`src/rtl/dic_pkg.sv`:
```
package dic_pkg;
  localparam int IDX_W = 4;
  localparam int N_OUT = 2;  // 0: normal, 1: fast

  typedef enum logic [IDX_W-1:0] {
    IX_IRQ_STAT = 4'd0,
    IX_IRQ_RAW  = 4'd1,
    IX_IRQ_ENS  = 4'd2,
    IX_IRQ_ENC  = 4'd3,
    IX_SOFT_SET = 4'd4,
    IX_SOFT_CLR = 4'd5,
    IX_FIQ_STAT = 4'd8,
    IX_FIQ_RAW  = 4'd9,
    IX_FIQ_ENS  = 4'd10,
    IX_FIQ_ENC  = 4'd11
  } reg_idx_e;
endpackage

```
`src/rtl/dic_capture.sv`:
```
module dic_capture #(
  parameter int N_LINES = 32
) (
  input  logic               clk_i,
  input  logic               rst_ni,
  input  logic [N_LINES-1:0] lines_i,
  output logic [N_LINES-1:0] line_q_o
);
  always_ff @(posedge clk_i or negedge rst_ni) begin
    if (!rst_ni) line_q_o <= '0;
    else         line_q_o <= lines_i;
  end
endmodule

```
`src/rtl/dic_regs.sv`:
```
module dic_regs
  import dic_pkg::*;
#(
  parameter int N_LINES = 32,
  parameter int DATA_W  = 32
) (
  input  logic               clk_i,
  input  logic               rst_ni,
  input  logic               req_i,
  input  logic               we_i,
  input  logic [IDX_W-1:0]   idx_i,
  input  logic [DATA_W-1:0]  wdata_i,
  input  logic [N_LINES-1:0] raw_q_i,
  output logic [N_LINES-1:0] ien_q_o,
  output logic [N_LINES-1:0] fen_q_o,
  output logic [N_LINES-1:0] ien_d_o,
  output logic [N_LINES-1:0] fen_d_o,
  output logic               soft_q_o,
  output logic               soft_d_o,
  output logic [DATA_W-1:0]  rdata_o,
  output logic               err_o
);
  logic               wr, rd;
  logic [N_LINES-1:0] wmask;
  logic [DATA_W-1:0]  rd_val;
  logic               rd_bad, wr_bad;

  assign wr    = req_i & we_i;
  assign rd    = req_i & ~we_i;
  assign wmask = wdata_i[N_LINES-1:0];

  always_comb begin
    ien_d_o  = ien_q_o;
    fen_d_o  = fen_q_o;
    soft_d_o = soft_q_o;
    rd_val   = '0;
    rd_bad   = 1'b0;
    wr_bad   = 1'b0;
    case (idx_i)
      IX_IRQ_STAT: begin rd_val = DATA_W'(raw_q_i & ien_q_o); wr_bad = 1'b1; end
      IX_FIQ_STAT: begin rd_val = DATA_W'(raw_q_i & fen_q_o); wr_bad = 1'b1; end
      IX_IRQ_RAW, IX_FIQ_RAW: begin rd_val = DATA_W'(raw_q_i); wr_bad = 1'b1; end
      IX_IRQ_ENS: begin
        rd_val = DATA_W'(ien_q_o);
        if (wr) ien_d_o = ien_q_o | wmask;
      end
      IX_IRQ_ENC: begin
        rd_bad = 1'b1;
        if (wr) ien_d_o = ien_q_o & ~wmask;
      end
      IX_FIQ_ENS: begin
        rd_val = DATA_W'(fen_q_o);
        if (wr) fen_d_o = fen_q_o | wmask;
      end
      IX_FIQ_ENC: begin
        rd_bad = 1'b1;
        if (wr) fen_d_o = fen_q_o & ~wmask;
      end
      IX_SOFT_SET: begin
        rd_val = DATA_W'(raw_q_i[0]);
        if (wr && wdata_i[0]) soft_d_o = 1'b1;
      end
      IX_SOFT_CLR: begin
        rd_bad = 1'b1;
        if (wr && wdata_i[0]) soft_d_o = 1'b0;
      end
      default: begin rd_bad = 1'b1; wr_bad = 1'b1; end
    endcase
  end

  always_ff @(posedge clk_i or negedge rst_ni) begin
    if (!rst_ni) begin
      ien_q_o  <= '0;
      fen_q_o  <= '0;
      soft_q_o <= 1'b0;
      rdata_o  <= '0;
      err_o    <= 1'b0;
    end else begin
      ien_q_o  <= ien_d_o;
      fen_q_o  <= fen_d_o;
      soft_q_o <= soft_d_o;
      rdata_o  <= (rd && !rd_bad) ? rd_val : '0;
      err_o    <= (rd && rd_bad) || (wr && wr_bad);
    end
  end

  p_mask_set_r3: assert property (@(posedge clk_i) disable iff (!rst_ni)
    (req_i && we_i && idx_i == IX_IRQ_ENS) |=>
      ((ien_q_o & $past(wdata_i[N_LINES-1:0])) == $past(wdata_i[N_LINES-1:0])));

  p_mask_clr_r4: assert property (@(posedge clk_i) disable iff (!rst_ni)
    (req_i && we_i && idx_i == IX_IRQ_ENC) |=>
      ((ien_q_o & $past(wdata_i[N_LINES-1:0])) == '0));

  p_soft_read_r5: assert property (@(posedge clk_i) disable iff (!rst_ni)
    (req_i && !we_i && idx_i == IX_SOFT_SET) |=> (rdata_o[DATA_W-1:1] == '0));

  p_fast_clr_r6: assert property (@(posedge clk_i) disable iff (!rst_ni)
    (req_i && we_i && idx_i == IX_FIQ_ENC) |=>
      ((fen_q_o & $past(wdata_i[N_LINES-1:0])) == '0));

  p_status_wr_err_r10: assert property (@(posedge clk_i) disable iff (!rst_ni)
    (req_i && we_i && (idx_i == IX_IRQ_STAT || idx_i == IX_FIQ_RAW)) |=>
      (err_o && $stable(ien_q_o) && $stable(fen_q_o) && $stable(soft_q_o)));

  p_clr_rd_err_r10: assert property (@(posedge clk_i) disable iff (!rst_ni)
    (req_i && !we_i && idx_i == IX_IRQ_ENC) |=> (err_o && rdata_o == '0));

  p_idle_quiet_r12: assert property (@(posedge clk_i) disable iff (!rst_ni)
    !req_i |=> (!err_o && rdata_o == '0));
endmodule

```
`src/rtl/dic_out.sv`:
```
module dic_out #(
  parameter int N_LINES = 32
) (
  input  logic               clk_i,
  input  logic               rst_ni,
  input  logic [N_LINES-1:0] raw_d_i,
  input  logic [N_LINES-1:0] en_d_i,
  output logic               out_o
);
  // Fed from next-state values: output lands on the same edge as its cause.
  always_ff @(posedge clk_i or negedge rst_ni) begin
    if (!rst_ni) out_o <= 1'b0;
    else         out_o <= |(raw_d_i & en_d_i);
  end
endmodule

```
`src/rtl/dual_irq_ctrl.sv`:
```
module dual_irq_ctrl
  import dic_pkg::*;
#(
  parameter int N_LINES = 32,
  parameter int DATA_W  = 32
) (
  input  logic               clk_i,
  input  logic               rst_ni,
  input  logic [N_LINES-1:0] lines_i,
  input  logic               req_i,
  input  logic               we_i,
  input  logic [IDX_W-1:0]   idx_i,
  input  logic [DATA_W-1:0]  wdata_i,
  output logic [DATA_W-1:0]  rdata_o,
  output logic               err_o,
  output logic               irq_o,
  output logic               fiq_o
);
  localparam int PAD_W = N_LINES - 1;

  logic [N_LINES-1:0] line_q, raw_q, raw_d;
  logic [N_LINES-1:0] ien_q, fen_q, ien_d, fen_d;
  logic               soft_q, soft_d;
  logic [N_OUT-1:0][N_LINES-1:0] en_d;
  logic [N_OUT-1:0]   outs;

  dic_capture #(.N_LINES(N_LINES)) i_capture (
    .clk_i    (clk_i),
    .rst_ni   (rst_ni),
    .lines_i  (lines_i),
    .line_q_o (line_q)
  );

  assign raw_q = line_q  | {{PAD_W{1'b0}}, soft_q};
  assign raw_d = lines_i | {{PAD_W{1'b0}}, soft_d};

  dic_regs #(.N_LINES(N_LINES), .DATA_W(DATA_W)) i_regs (
    .clk_i    (clk_i),
    .rst_ni   (rst_ni),
    .req_i    (req_i),
    .we_i     (we_i),
    .idx_i    (idx_i),
    .wdata_i  (wdata_i),
    .raw_q_i  (raw_q),
    .ien_q_o  (ien_q),
    .fen_q_o  (fen_q),
    .ien_d_o  (ien_d),
    .fen_d_o  (fen_d),
    .soft_q_o (soft_q),
    .soft_d_o (soft_d),
    .rdata_o  (rdata_o),
    .err_o    (err_o)
  );

  assign en_d[0] = ien_d;
  assign en_d[1] = fen_d;

  for (genvar c = 0; c < N_OUT; c++) begin : g_out
    dic_out #(.N_LINES(N_LINES)) i_out (
      .clk_i   (clk_i),
      .rst_ni  (rst_ni),
      .raw_d_i (raw_d),
      .en_d_i  (en_d[c]),
      .out_o   (outs[c])
    );
  end

  assign irq_o = outs[0];
  assign fiq_o = outs[1];

  p_irq_level_r8: assert property (@(posedge clk_i) disable iff (!rst_ni)
    irq_o == |(raw_q & ien_q));

  p_fiq_level_r9: assert property (@(posedge clk_i) disable iff (!rst_ni)
    fiq_o == |(raw_q & fen_q));

  p_soft_line0_r11: assert property (@(posedge clk_i) disable iff (!rst_ni)
    ($past(soft_d) && ien_q[0]) |-> irq_o);
endmodule

```
`config.mk`:
```
export PLATFORM = sky130hd
export DESIGN_NAME = dual_irq_ctrl
export DESIGN_NICKNAME = d
export VERILOG_FILES = /design/src/rtl/dic_pkg.sv /design/src/rtl/dic_capture.sv /design/src/rtl/dic_regs.sv /design/src/rtl/dic_out.sv /design/src/rtl/dual_irq_ctrl.sv
export SDC_FILE = /design/constraint.sdc
export NUM_CORES = 1
export LEC_CHECK = 0
export BUFFER_PORTS_ARGS = -buffer_cell sky130_fd_sc_hd__buf_2
export CAP_MARGIN = 40
export CORE_MARGIN = 4
export CORE_UTILIZATION = 52
export DETAILED_ROUTE_END_ITERATION = 12
export PLACE_DENSITY = 0.81
export SYNTH_ARGS = -nofsm -noshare
export SYNTH_HDL_FRONTEND = slang
export SYNTH_HIERARCHICAL = 1
export SYNTH_SLANG_ARGS = --single-unit
```
`constraint.sdc`:
```
create_clock -name clk_i -period 2 [get_ports clk_i]
set_input_delay 0.6 -clock clk_i [delete_from_list [all_inputs] [get_ports clk_i]]
set_output_delay 0.6 -clock clk_i [all_outputs]
set_load 0.02 [all_outputs]
```
==> flow_summary.json <==
{
  "outcome": "finished, violations left",
  "violations": "negative setup slack",
  "dieArea_um2": 13640,
  "clk_pin_slew_ps": 60,
  "die_w_um": 116.8,
  "postPlaceCellArea_um2": 7421,
  "cts_sinks": 132,
  "routed_via_density": 6.671,
  "final_common_cell": "dfrtp_1",
  "peakVddDrop_mv": 0.6748,
  "htreeDepth": 4,
  "r2r_start": "i_regs/soft_q_o$_DFF_PN0_",
  "p_leak_uw": 0.003611,
  "wirelength_um": 21060,
  "dp_slack_ps": -865.8,
  "setup_ws_ps": -306.1,
  "slew_headroom_pct": 69.00,
  "start_util_pct": 53.42,
  "slowest_stage": "or4_1",
  "first_pass_iters": 7,
  "rsz0062_at_grt": "yes",
  "clk_latency_ps": 420,
  "place.gp.congestion": 0.9184,
  "cts_tree": "built",
  "hold-worst-slack_ps": 73.45,
  "cp_max_fo": 3,
  "gr-total-overflow": 0,
  "wl_per_cell_um": 22.42,
  "layout_common_cells": "dfrtp_1 (132), o21ai_0 (122), buf_2 (102)",
  "final_area_um2": 8257,
  "die_y_um": 116.8,
  "crit_path_end_kind": "register",
  "powerDensity_nw_per_um2": 962.8,
  "fin_total_pwr_uw": 7949,
  "cap_violations": 0,
  "dpl.hpwl_um": 13840,
  "fin_setup_tns_ps": -530.8,
  "rrSetupSlack_ps": 140,
  "setup_viol": 2,
  "grt_usage_pct": 31.80,
  "synth_seq_cells": 132,
  "std_cell_rows": 39,
  "synth_area_per_cell_um2": 10.02,
  "clockBufferDepth": 2,
  "timing.final.hold_violations": 0,
  "crit_buf_inv": 1,
  "tightestPinTransition_ps": 460.1,
  "synth_flop_cell": "dfrtp_1",
  "drive_above_1_share_pct": 32.79,
  "vias": 6264,
  "synthesis.instances": 614,
  "syn_to_final_growth_pct": 34.21,
  "cp-startpoint": "we_i",
  "crit_chain": "buf_6, and2_4, nand2_4, nor4b_4, mux2_4, or2_4, a22oi_2, nand4_1, or4_1",
  "criticalPathCategory": "in2reg",
  "finClkSkew_ps": 6.475,
  "yosysSeqAreaShare_pct": 53.69,
  "critPathMaxStageDelay_ps": 440,
  "hp-class": "in2async",
  "critPathRequiredTime_ps": 2280,
  "fmax_mhz": 433.6,
  "cp-endpoint": "g_out[1].i_out/out_o$_DFF_PN0_",
  "slew_viol_final": 0,
  "cts_made_buffers": 17,
  "ios": 107,
  "arrival_ps": 2590,
  "yosysUniqueCellTypes": 39,
  "drt_iter0_drc": 768,
  "fin_nets": 856,
  "synth_edf_count": 0,
  "final.min_clock_period_ps": 2306,
  "syn_area_um2": 6152,
  "fin_crit_sh_pct": 115.3,
  "timing.rr.end": "g_out[1].i_out/out_o$_DFF_PN0_",
  "fp.coreArea_um2": 11520,
  "grt_max_degree": 38,
  "syn_nets": 686,
  "async_reset_ff_share_pct": 100.0,
  "path_delay_family": "simple AND/OR/NAND/NOR gates",
  "cp.depth": 9,
  "cp-start-kind": "input port",
  "rr_worst_depth": 5,
  "grt_pass1_vias": 6390,
  "ys_warn_count": 6,
  "io_buffers": 106,
  "ant_nets": 0,
  "antenna_found_initial": 0,
  "drc_errors": 0,
  "grt_pass1_wl_um": 32880,
  "antenna_cells": 0,
  "cts_root_buf": "clkbuf_16"
}
[synthesized netlist by cell type, types with 8 or more instances]
library cell	instances	area [µm²]
nand4_1	8	50.05
nand3_1	14	70.07
nor2b_1	17	106.4
a22oi_1	43	322.8
nand2b_1	27	168.9
nor2_1	9	33.78
mux2_2	15	168.9
a21o_1	12	90.09
a31oi_1	19	118.9
a21oi_1	13	65.06
o2111ai_1	26	227.7
nand2_1	58	217.7
buf_2	11	55.05
o21ai_0	131	655.6
dfrtp_1	132	3303
clkbuf_1	31	116.4
[where the power goes]
part	internal (µW)	switching [µW]
registers	2980	225
clock network	2290	1120
logic	575	760
[cell type report]
class	instances	area, µm²
Clock buffer	21	470.5
Clock inverter	10	177.7
Fill cell	777	3259
Inverter	2	7.507
Multi-Input combinational cell	434	2728
Sequential cell	132	3303
Tap cell	143	178.9
Timing Repair Buffer	197	1391
[routing by layer]
layer | global-route usage (%) | part of all wire [%]
met4 | 14.98 | 3.7
met1 | 40.64 | 38
met5 | 0 | 0
met3 | 8.380 | 10
met2 | 50.78 | 48
[metrics by stage]
stage	utilization, %	instances
4_1_cts	71.20	934
2_1_floorplan	-	614
3_3_place_gp	64.44	898
5_1_grt	71.70	939
3_5_place_dp	64.44	898
6_report	71.70	939
[flip-flops by register name, indices dropped and copies added (netlist names)]
register / count
i_regs/ien_q_o: 32
g_out.i_out/out_o: 2
i_regs/err_o: 1
i_capture/line_q_o: 32
i_regs/soft_q_o: 1
i_regs/rdata_o: 32
i_regs/fen_q_o: 32
[what timing repair did]
action | in CTS | in global routing
gates cloned | 0 | 1
hold buffers | 0 | 0
gates resized for setup | 26 | 13
hold endpoints to repair | 0 | 0
buffers inserted | 5 | 4
pin swaps | 7 | 9
endpoints found under the setup margin | 2 | 2
[worst min-delay path by stage]
stage	endpoint	startpoint	cells past startpoint	slack, ps
final	i_regs/fen_q_o[1]$_DFF_PN0_	rst_ni	1	70
after global routing	i_regs/fen_q_o[1]$_DFF_PN0_	rst_ni	1	80
after CTS	i_regs/fen_q_o[1]$_DFF_PN0_	rst_ni	1	70
after detailed placement	i_regs/soft_q_o$_DFF_PN0_	i_regs/soft_q_o$_DFF_PN0_	1	500
after global placement	i_regs/soft_q_o$_DFF_PN0_	i_regs/soft_q_o$_DFF_PN0_	1	500
after floorplan	g_out[0].i_out/out_o$_DFF_PN0_	rst_ni	0	300
[cells by family (layout without fill, tap and decap cells)]
| family | after synthesis | after routing | share of synthesized area (%) |
|---|---|---|---|
| AOI/OAI and AO/OA | 271 | 271 | 27.76 |
| and+or+nand+nor | 148 | 148 | 12.47 |
| DFF | 132 | 132 | 53.69 |
| buffers and inverters | 48 | 230 | 3.335 |
| muxes | 15 | 15 | 2.746 |
[worst reg2reg max path, delay by kind of cell (launching register included)]
| family | cells | cell delay [ps] |
|---|---|---|
| AO/OA/AOI/OAI | 1 | 210 |
| flip-flops | 1 | 390 |
| AND/OR/NAND/NOR | 3 | 860 |
| multiplexers | 1 | 280 |
Power figures use the tool's default switching activity.
